### src/rtl/sdram_cmd_tracker.sv
module sdram_cmd_tracker #(
  parameter int ROW_W = 12,
  parameter int BA_W  = 2,
  parameter int BURST = 4
) (
  input  logic                        clk,
  input  logic                        rst_n,
  input  logic                        cs_n,
  input  logic                        ras_n,
  input  logic                        cas_n,
  input  logic                        we_n,
  input  logic                        cke,
  input  logic                        a10,
  input  logic [BA_W-1:0]             ba,
  input  logic [ROW_W-1:0]            addr,
  output logic [2:0]                  cmd_out,
  output logic [(1<<BA_W)-1:0]        bank_hit,
  output logic                        err,
  output logic [(1<<BA_W)-1:0]        bank_open,
  output logic [(1<<BA_W)*ROW_W-1:0]  open_rows,
  output logic                        in_sref,
  output logic [ROW_W-1:0]            ref_row
);
  localparam int NB = 1 << BA_W;
  localparam int CW = $clog2(BURST + 1);
  localparam logic [2:0] C_NOP = 3'd0, C_ACT = 3'd1, C_RD = 3'd2, C_WR = 3'd3,
                         C_PRE = 3'd4, C_PALL = 3'd5, C_AREF = 3'd6, C_SREF = 3'd7;

  logic              cke_q;
  logic [ROW_W-1:0]  rows [NB];
  logic [CW-1:0]     apc  [NB];

  wire tick   = cke_q & ~in_sref;
  wire sel    = ~cs_n;
  wire is_act = sel & ~ras_n &  cas_n &  we_n;
  wire is_rd  = sel &  ras_n & ~cas_n &  we_n;
  wire is_wr  = sel &  ras_n & ~cas_n & ~we_n;
  wire is_pre = sel & ~ras_n &  cas_n & ~we_n;
  wire is_ref = sel & ~ras_n & ~cas_n &  we_n;
  wire [NB-1:0] bmask = NB'(1) << ba;
  wire bad = (is_act & bank_open[ba]) | ((is_rd | is_wr) & ~bank_open[ba])
           | (is_ref & (|bank_open));

  for (genvar b = 0; b < NB; b++) begin : g_rows
    assign open_rows[b*ROW_W +: ROW_W] = rows[b];
  end

  always_ff @(posedge clk) begin
    if (!rst_n) begin
      cke_q     <= 1'b1;
      in_sref   <= 1'b0;
      cmd_out   <= C_NOP;
      bank_hit  <= '0;
      err       <= 1'b0;
      bank_open <= '0;
      ref_row   <= '0;
      for (int b = 0; b < NB; b++) begin
        rows[b] <= '0;
        apc[b]  <= '0;
      end
    end else begin
      cke_q    <= cke;
      cmd_out  <= C_NOP;
      bank_hit <= '0;
      err      <= 1'b0;
      if (in_sref) begin
        if (cke) in_sref <= 1'b0;
      end else if (tick) begin
        for (int b = 0; b < NB; b++) begin
          if (apc[b] > CW'(1)) apc[b] <= apc[b] - CW'(1);
          else if (apc[b] == CW'(1)) begin
            apc[b]       <= '0;
            bank_open[b] <= 1'b0;
          end
        end
        err <= bad;
        if (is_act) begin
          cmd_out  <= C_ACT;
          bank_hit <= bmask;
          if (!bad) begin
            bank_open[ba] <= 1'b1;
            rows[ba]      <= addr;
            apc[ba]       <= '0;
          end
        end else if (is_rd | is_wr) begin
          cmd_out  <= is_rd ? C_RD : C_WR;
          bank_hit <= bmask;
          if (!bad) apc[ba] <= a10 ? CW'(BURST) : '0;
        end else if (is_pre) begin
          cmd_out  <= a10 ? C_PALL : C_PRE;
          bank_hit <= a10 ? '1 : bmask;
          for (int b = 0; b < NB; b++) begin
            if (a10 || BA_W'(b) == ba) begin
              bank_open[b] <= 1'b0;
              apc[b]       <= '0;
            end
          end
        end else if (is_ref) begin
          cmd_out  <= cke ? C_AREF : C_SREF;
          bank_hit <= '1;
          if (!bad) begin
            if (cke) ref_row <= ref_row + ROW_W'(1);
            else     in_sref <= 1'b1;
          end
        end
      end
    end
  end
endmodule

### config.mk
export PLATFORM = sky130hd
export DESIGN_NAME = sdram_cmd_tracker
export DESIGN_NICKNAME = d
export VERILOG_FILES = /design/src/rtl/sdram_cmd_tracker.sv
export SDC_FILE = /design/constraint.sdc
export NUM_CORES = 1
export LEC_CHECK = 0
export BUFFER_PORTS_ARGS = -buffer_cell sky130_fd_sc_hd__buf_2
export CAP_MARGIN = 20
export CORE_ASPECT_RATIO = 2
export CORE_MARGIN = 2
export CORE_UTILIZATION = 39
export DETAILED_ROUTE_END_ITERATION = 10
export PLACE_DENSITY = 0.68
export SETUP_SLACK_MARGIN = 0.1
export SLEW_MARGIN = 5
export SYNTH_ARGS = -nofsm -noshare
export SYNTH_HDL_FRONTEND = slang
export SYNTH_SLANG_ARGS = --single-unit
### constraint.sdc
create_clock -name clk -period 3.3 [get_ports clk]
set_input_delay 0.495 -clock clk [delete_from_list [all_inputs] [get_ports clk]]
set_output_delay 0.495 -clock clk [all_outputs]
set_load 0.05 [all_outputs]
==> metrics.txt, run 1 <==
GRT Util Overall 17.8%; Post-Layout Cell Count 606; WS Path Type flip-flop to flip-flop; Hold Path Class input port to flip-flop; Worst setup SP type flip-flop; Iter 0 DRT Violations 199; chip width 76.0 um; Hold Crit Start cke; synthesized net count 405; core outline area 0.0101 mm^2; endpoints failing setup 0; gr ovfl total 0; Synth Flop Type edfxtp_1; share of layout cells above drive strength 1 27.2%; CP cell instances nand2b_1, nor4_1, nand4_1, nand2_1; Initial DRT Pass Iterations 4; largest net degree at the start of global routing 37; full die area 0.0112 mm^2; Antenna diodes 0; DP Wirelength 7350 um; minimum clock period 2460 ps; Post CTS Setup Buffer Count 0; worst hold slack 413 ps; std cell rows 52; worst hold path endpoint cke_q; Worst slew margin 52.4%; Worst Max-Slew Pin Slew 712 ps; clk_skew 5.52 ps; GPL Wtd Cong 0.877; port buffer count 94; Post-synth EDFFs 52; Mapped Area 0.00404 mm^2; die height 148 um; Skew-Pair Late Insertion Delay 330 ps; post-synthesis sequential area ratio 55.5%; Avg Cell Area, Syn 10.8 um^2; R2R Setup Slk 840 ps; Detailed Route WL 9600 um; number of global-route vias before repair 3184; synthesized instance count 374; sum of negative setup slack 0 ps; status finished clean; Lkg Pwr 0.00216 uW; final hold vios 0; power density cells 564 mW/mm^2; CTS tree yes; Cell variety after synth 55; Worst R2R Start in_sref; Ys Warns 0; CP max stage delay 650 ps; hold_buf cts 0; Critical Path AT 2430 ps; Reg clk slew, reported paths 60 ps; RSZ-0062 raised after global routing no; Routed WL per cell 15.8 um; Worst Setup End Kind flip-flop; Peak VDD IR 0.295 mV; mean number of vias per cell 5.25; I/O pin count 95; nets 497; WP data required 3270 ps; crit-path max FO 15; DRC 0; slowest CP cell nor4_1; Root Driver clkbuf_16; antenna-violating nets left 0; buffer levels on the longest clock path 2; register bit total from synthesis 86; Fillers 904; post-CTS sizing 0; CTS H-tree lvls 3; asr flop ratio synth 0%; DR vias 3184; Max Clock Freq 407 MHz; Initial Utilization 40.0%; Final Cycle Share 74.5%; max_cap viols 0; total CTS buffers 9; max-slew violations 0; Area growth syn-to-layout 22.4%; Min-Delay Path Depth 3; placed cell count 590; initial antenna violation count 0; r2r endpoint rows[3][4]; post-layout util 49.0%; first-pass GRT wire length 15700 um; Power Total 2790 uW; TritonCTS sink count 86; R2R depth 4
## cell usage in the layout (no fill, tap or decap), types with 9 or more instances in the layout
master / synthesis / final
dfxtp_1: 34 / 34
and3_1: 27 / 27
inv_1: 12 / 12
clkbuf_16: 0 / 9
ha_1: 9 / 9
buf_2: 3 / 94
nand3_1: 11 / 11
and2_1: 41 / 41
nor2_1: 24 / 24
a21oi_1: 16 / 16
o21ai_0: 12 / 12
nand2_1: 20 / 20
edfxtp_1: 52 / 52
## critical path, delay by kind of cell (launching register included)
| kind | cells | cell delay (ps) |
|---|---|---|
| flops | 1 | 340 |
| simple gates | 4 | 1750 |
## flip-flops by register name, indices dropped and copies added (netlist names)
signal	count
apc	12
bank_hit	4
bank_open	4
cke_q	1
cmd_out	3
err	1
in_sref	1
ref_row	12
rows	48
## worst max path at each step
| stage | from | endpoint | slack (ps) | cells past startpoint |
|---|---|---|---|---|
| after global routing | in_sref | rows[3][4] | 670 | 4 |
| after floorplan | ba[1] | rows[0][0] | 610 | 7 |
| after CTS | in_sref | rows[3][4] | 870 | 4 |
| final | in_sref | rows[3][4] | 840 | 4 |
| after detailed placement | ba[1] | rows[2][7] | 710 | 5 |
| after global placement | ba[1] | rows[2][7] | 790 | 5 |
## cell usage after synthesis (all sizes together), types with 3 or more instances
library cell   n  area (um^2)
nor2          25          101
xor2           6         52.6
nand3b         4         30.0
a31oi          4         25.0
mux2i          5         50.1
nor4           4         25.0
buf            6         41.3
xnor2          7         61.3
and2          41          257
nand3         11         55.1
o21ai         13         65.1
nand2b         5         31.3
or3            3         18.8
and3          27          169
clkbuf        15         57.6
nor2b          6         37.5
ha             9          113
or4            3         30.0
a211oi         5         37.5
edfxtp        52         1560
nand4          3         18.8
a21oi         16         80.1
o31ai          3         22.5
inv           12         45.0
nand2         20         75.1
o211ai         4         30.0
nor3           9         60.1
dfxtp         34          681
## kinds of logic after synthesis
group / synth area share, %
DFF: 55.5
xor gates and xnor gates: 2.82
AOI/OAI and AO/OA: 9.39
and+or+nand+nor: 24.1
adders and majority gates: 2.79
muxes: 1.80
buffers and inverters: 3.56
## cell type report
class	instances	area, um^2	share of cell area [%]
Multi-Input combinational cell	255	1660	33.6
Clock inverter	7	72.6	1.47
Timing Repair Buffer	102	531	10.7
Clock buffer	9	225	4.56
Tap cell	135	169	3.42
Sequential cell	86	2240	45.4
Inverter	12	45.0	0.911
## per-layer routing
metal,vias up,GRT usage (%),share of wire [%]
met3,28,3.60,6.2
met1,1491,17.7,35
met2,136,33.2,55
li1,1529,-,-
met5,-,0,0
met4,0,11.1,3.9
## through the flow
step / instance area [um^2] / worst slack (ps)
final: 4940 / 840
after global routing: 4940 / 666
after CTS: 4940 / 869
after detailed placement: 4650 / 714
after global placement: 4650 / 786
after floorplan: 4040 / 614
## report_power, final
group | leakage, uW | internal [uW] | switching (uW)
Clock | 0.000138 | 587 | 403
Sequential | 0.000806 | 1220 | 60.7
Combinational | 0.00121 | 181 | 330
Total | 0.00216 | 1990 | 794
No activity file was read; power rests on OpenSTA's default activity.
==> inputs of run 2 (changes only) <==
==> constraint.sdc (replaced) <==
create_clock -name clk -period 2.5 [get_ports clk]
set_input_delay 0.375 -clock clk [delete_from_list [all_inputs] [get_ports clk]]
set_output_delay 0.375 -clock clk [all_outputs]
set_load 0.05 [all_outputs]
==> run 2 against run 1 <==
Effect of this change:
- flip-flop and latch count is the same
- via count grew 2.0%
- final area grew 1.7%
- final cell count grew 1.2%
- critical path depth grew 1
- global-route usage grew 0.20 points
- combinational power grew 35%
- clock power grew 34%
- maximum frequency grew 14%
- total power grew 33%
- largest cell class unchanged
- largest power group unchanged
- highest routed layer unchanged
==> metrics.txt, run 2 (synthesis results as in run 1) <==
final hold vios 0; crit-path max FO 6; Final Cycle Share 86.5%; sum of negative setup slack 0 ps; hold_buf cts 0; CTS H-tree lvls 3; max-slew violations 0; power density cells 738 mW/mm^2; status finished clean; I/O pin count 95; std cell rows 52; total CTS buffers 9; chip width 76.0 um; Initial DRT Pass Iterations 4; met2 Use GR 33.3%; Reg clk slew, reported paths 60 ps; gr ovfl total 0; P_int 2640 uW; most frequent cells in the layout 94 x buf_2, 52 x edfxtp_1, 41 x and2_1, 34 x dfxtp_1, 27 x and3_1; R2R Setup Slk 340 ps; Worst slew margin 57.9%; minimum clock period 2160 ps; mean number of vias per cell 5.30; core outline area 0.0101 mm^2; clk_skew 5.23 ps; max_cap viols 0; GPL Wtd Cong 0.868; share of layout cells above drive strength 1 28.7%; Worst R2R Start bank_open[0]; Worst Max-Slew Pin Slew 626 ps; max reg flops 48; initial antenna violation count 0; Detailed Route WL 9720 um; Stages on worst setup path 5; Iter 0 DRT Violations 207; post-layout util 49.9%; r2r endpoint apc[1][2]; Root Driver clkbuf_16; Worst setup SP type flip-flop; GRT Util Overall 18.0%; post-CTS sizing 0; WS Path Type flip-flop to flip-flop; buffer levels on the longest clock path 2; CTS tree yes; DRC 0; number of global-route vias before repair 3293; Lkg Pwr 0.00220 uW; register with the most flip-flops rows; Post-Layout Cell Count 613; Clock power frac 35.7%; slowest CP cell mux4_2; largest net degree at the start of global routing 37; DR vias 3249; GRT busiest layer met2; first-pass GRT wire length 15800 um; port buffer count 94; Hold Path Class input port to flip-flop; Initial Utilization 40.0%; Antenna diodes 0; global routing usage on met1 17.4%; Worst Setup End Kind flip-flop; R2R depth 5; placed cell count 597; Psw 1070 uW; WP data required 2580 ps; RSZ-0062 raised after global routing no; Reg power frac 45.7%; endpoints failing setup 0; Critical Path AT 2240 ps; nets 504; CP cell instances mux4_2, a211oi_1, nor2_1, or3_1, o2bb2ai_1; Bufs and invs on worst path 0; Routed WL per cell 15.9 um; Peak VDD IR 0.409 mV; Max Clock Freq 462 MHz; die height 148 um; TritonCTS sink count 86; Post CTS Setup Buffer Count 0; DP Wirelength 7480 um; antenna-violating nets left 0; CP delay by family, top multiplexers; CP max stage delay 570 ps; Area growth syn-to-layout 24.5%; Switching Share 28.8%; Comb power frac 18.6%; end of the critical path apc[1][2]; most common cell after layout, fill and taps aside buf_2; Skew-Pair Late Insertion Delay 340 ps; Crit. Startpoint bank_open[0]; grt met3 use 5.01%; Fillers 916; full die area 0.0112 mm^2; Largest regs rows (48), apc (12), ref_row (12)
[run 2: worst min path at each step]
stage	endpoint	from	slack, ps	depth (start not counted)
2_1_floorplan	cmd_out[0]	cs_n	450	1
3_3_place_gp	in_sref	cke_q	520	2
3_5_place_dp	in_sref	cke_q	530	2
4_1_cts	cke_q	cke	300	3
5_1_grt	cke_q	cke	340	3
6_report	cke_q	cke	310	3
[run 2: power groups by stage]
stage | clock network [uW] | registers (uW) | logic [uW]
after detailed placement | 0 | 1720 | 692
final | 1330 | 1700 | 689
after global routing | 1410 | 1720 | 769
after floorplan | 0 | 1850 | 371
after global placement | 0 | 1720 | 664
after CTS | 1340 | 1690 | 696
[run 2: area by class of cell]
class / instances / area [um^2] / share of cell area (%)
Sequential cell: 86 / 2240 / 44.6
Multi-Input combinational cell: 255 / 1680 / 33.3
Timing Repair Buffer: 109 / 596 / 11.8
Clock buffer: 10 / 229 / 4.55
Tap cell: 135 / 169 / 3.36
Clock inverter: 6 / 71.3 / 1.42
Inverter: 12 / 45.0 / 0.896
[run 2: worst register-to-register path: stages (launching register included)]
cell and delay, ps:
dfxtp_1 390, mux4_2 570, a211oi_1 270, nor2_1 140
or3_1 400, o2bb2ai_1 140
[run 2: stage by stage]
step / hold WS [ps] / setup slack (ps) / cell area (um^2) / total power, uW
6_report: 311 / 337 / 5030 / 3710
5_1_grt: 340 / 146 / 5030 / 3890
4_1_cts: 302 / 340 / 5030 / 3730
3_5_place_dp: 531 / 222 / 4730 / 2420
3_3_place_gp: 517 / 239 / 4730 / 2380
2_1_floorplan: 454 / 120 / 4050 / 2220
[run 2: layer usage]
metal | up-vias | part of all wire [%]
li1 | 1552 | -
met1 | 1526 | 35
met2 | 134 | 54
met3 | 37 | 6.2
met4 | 0 | 4.6
met5 | - | 0
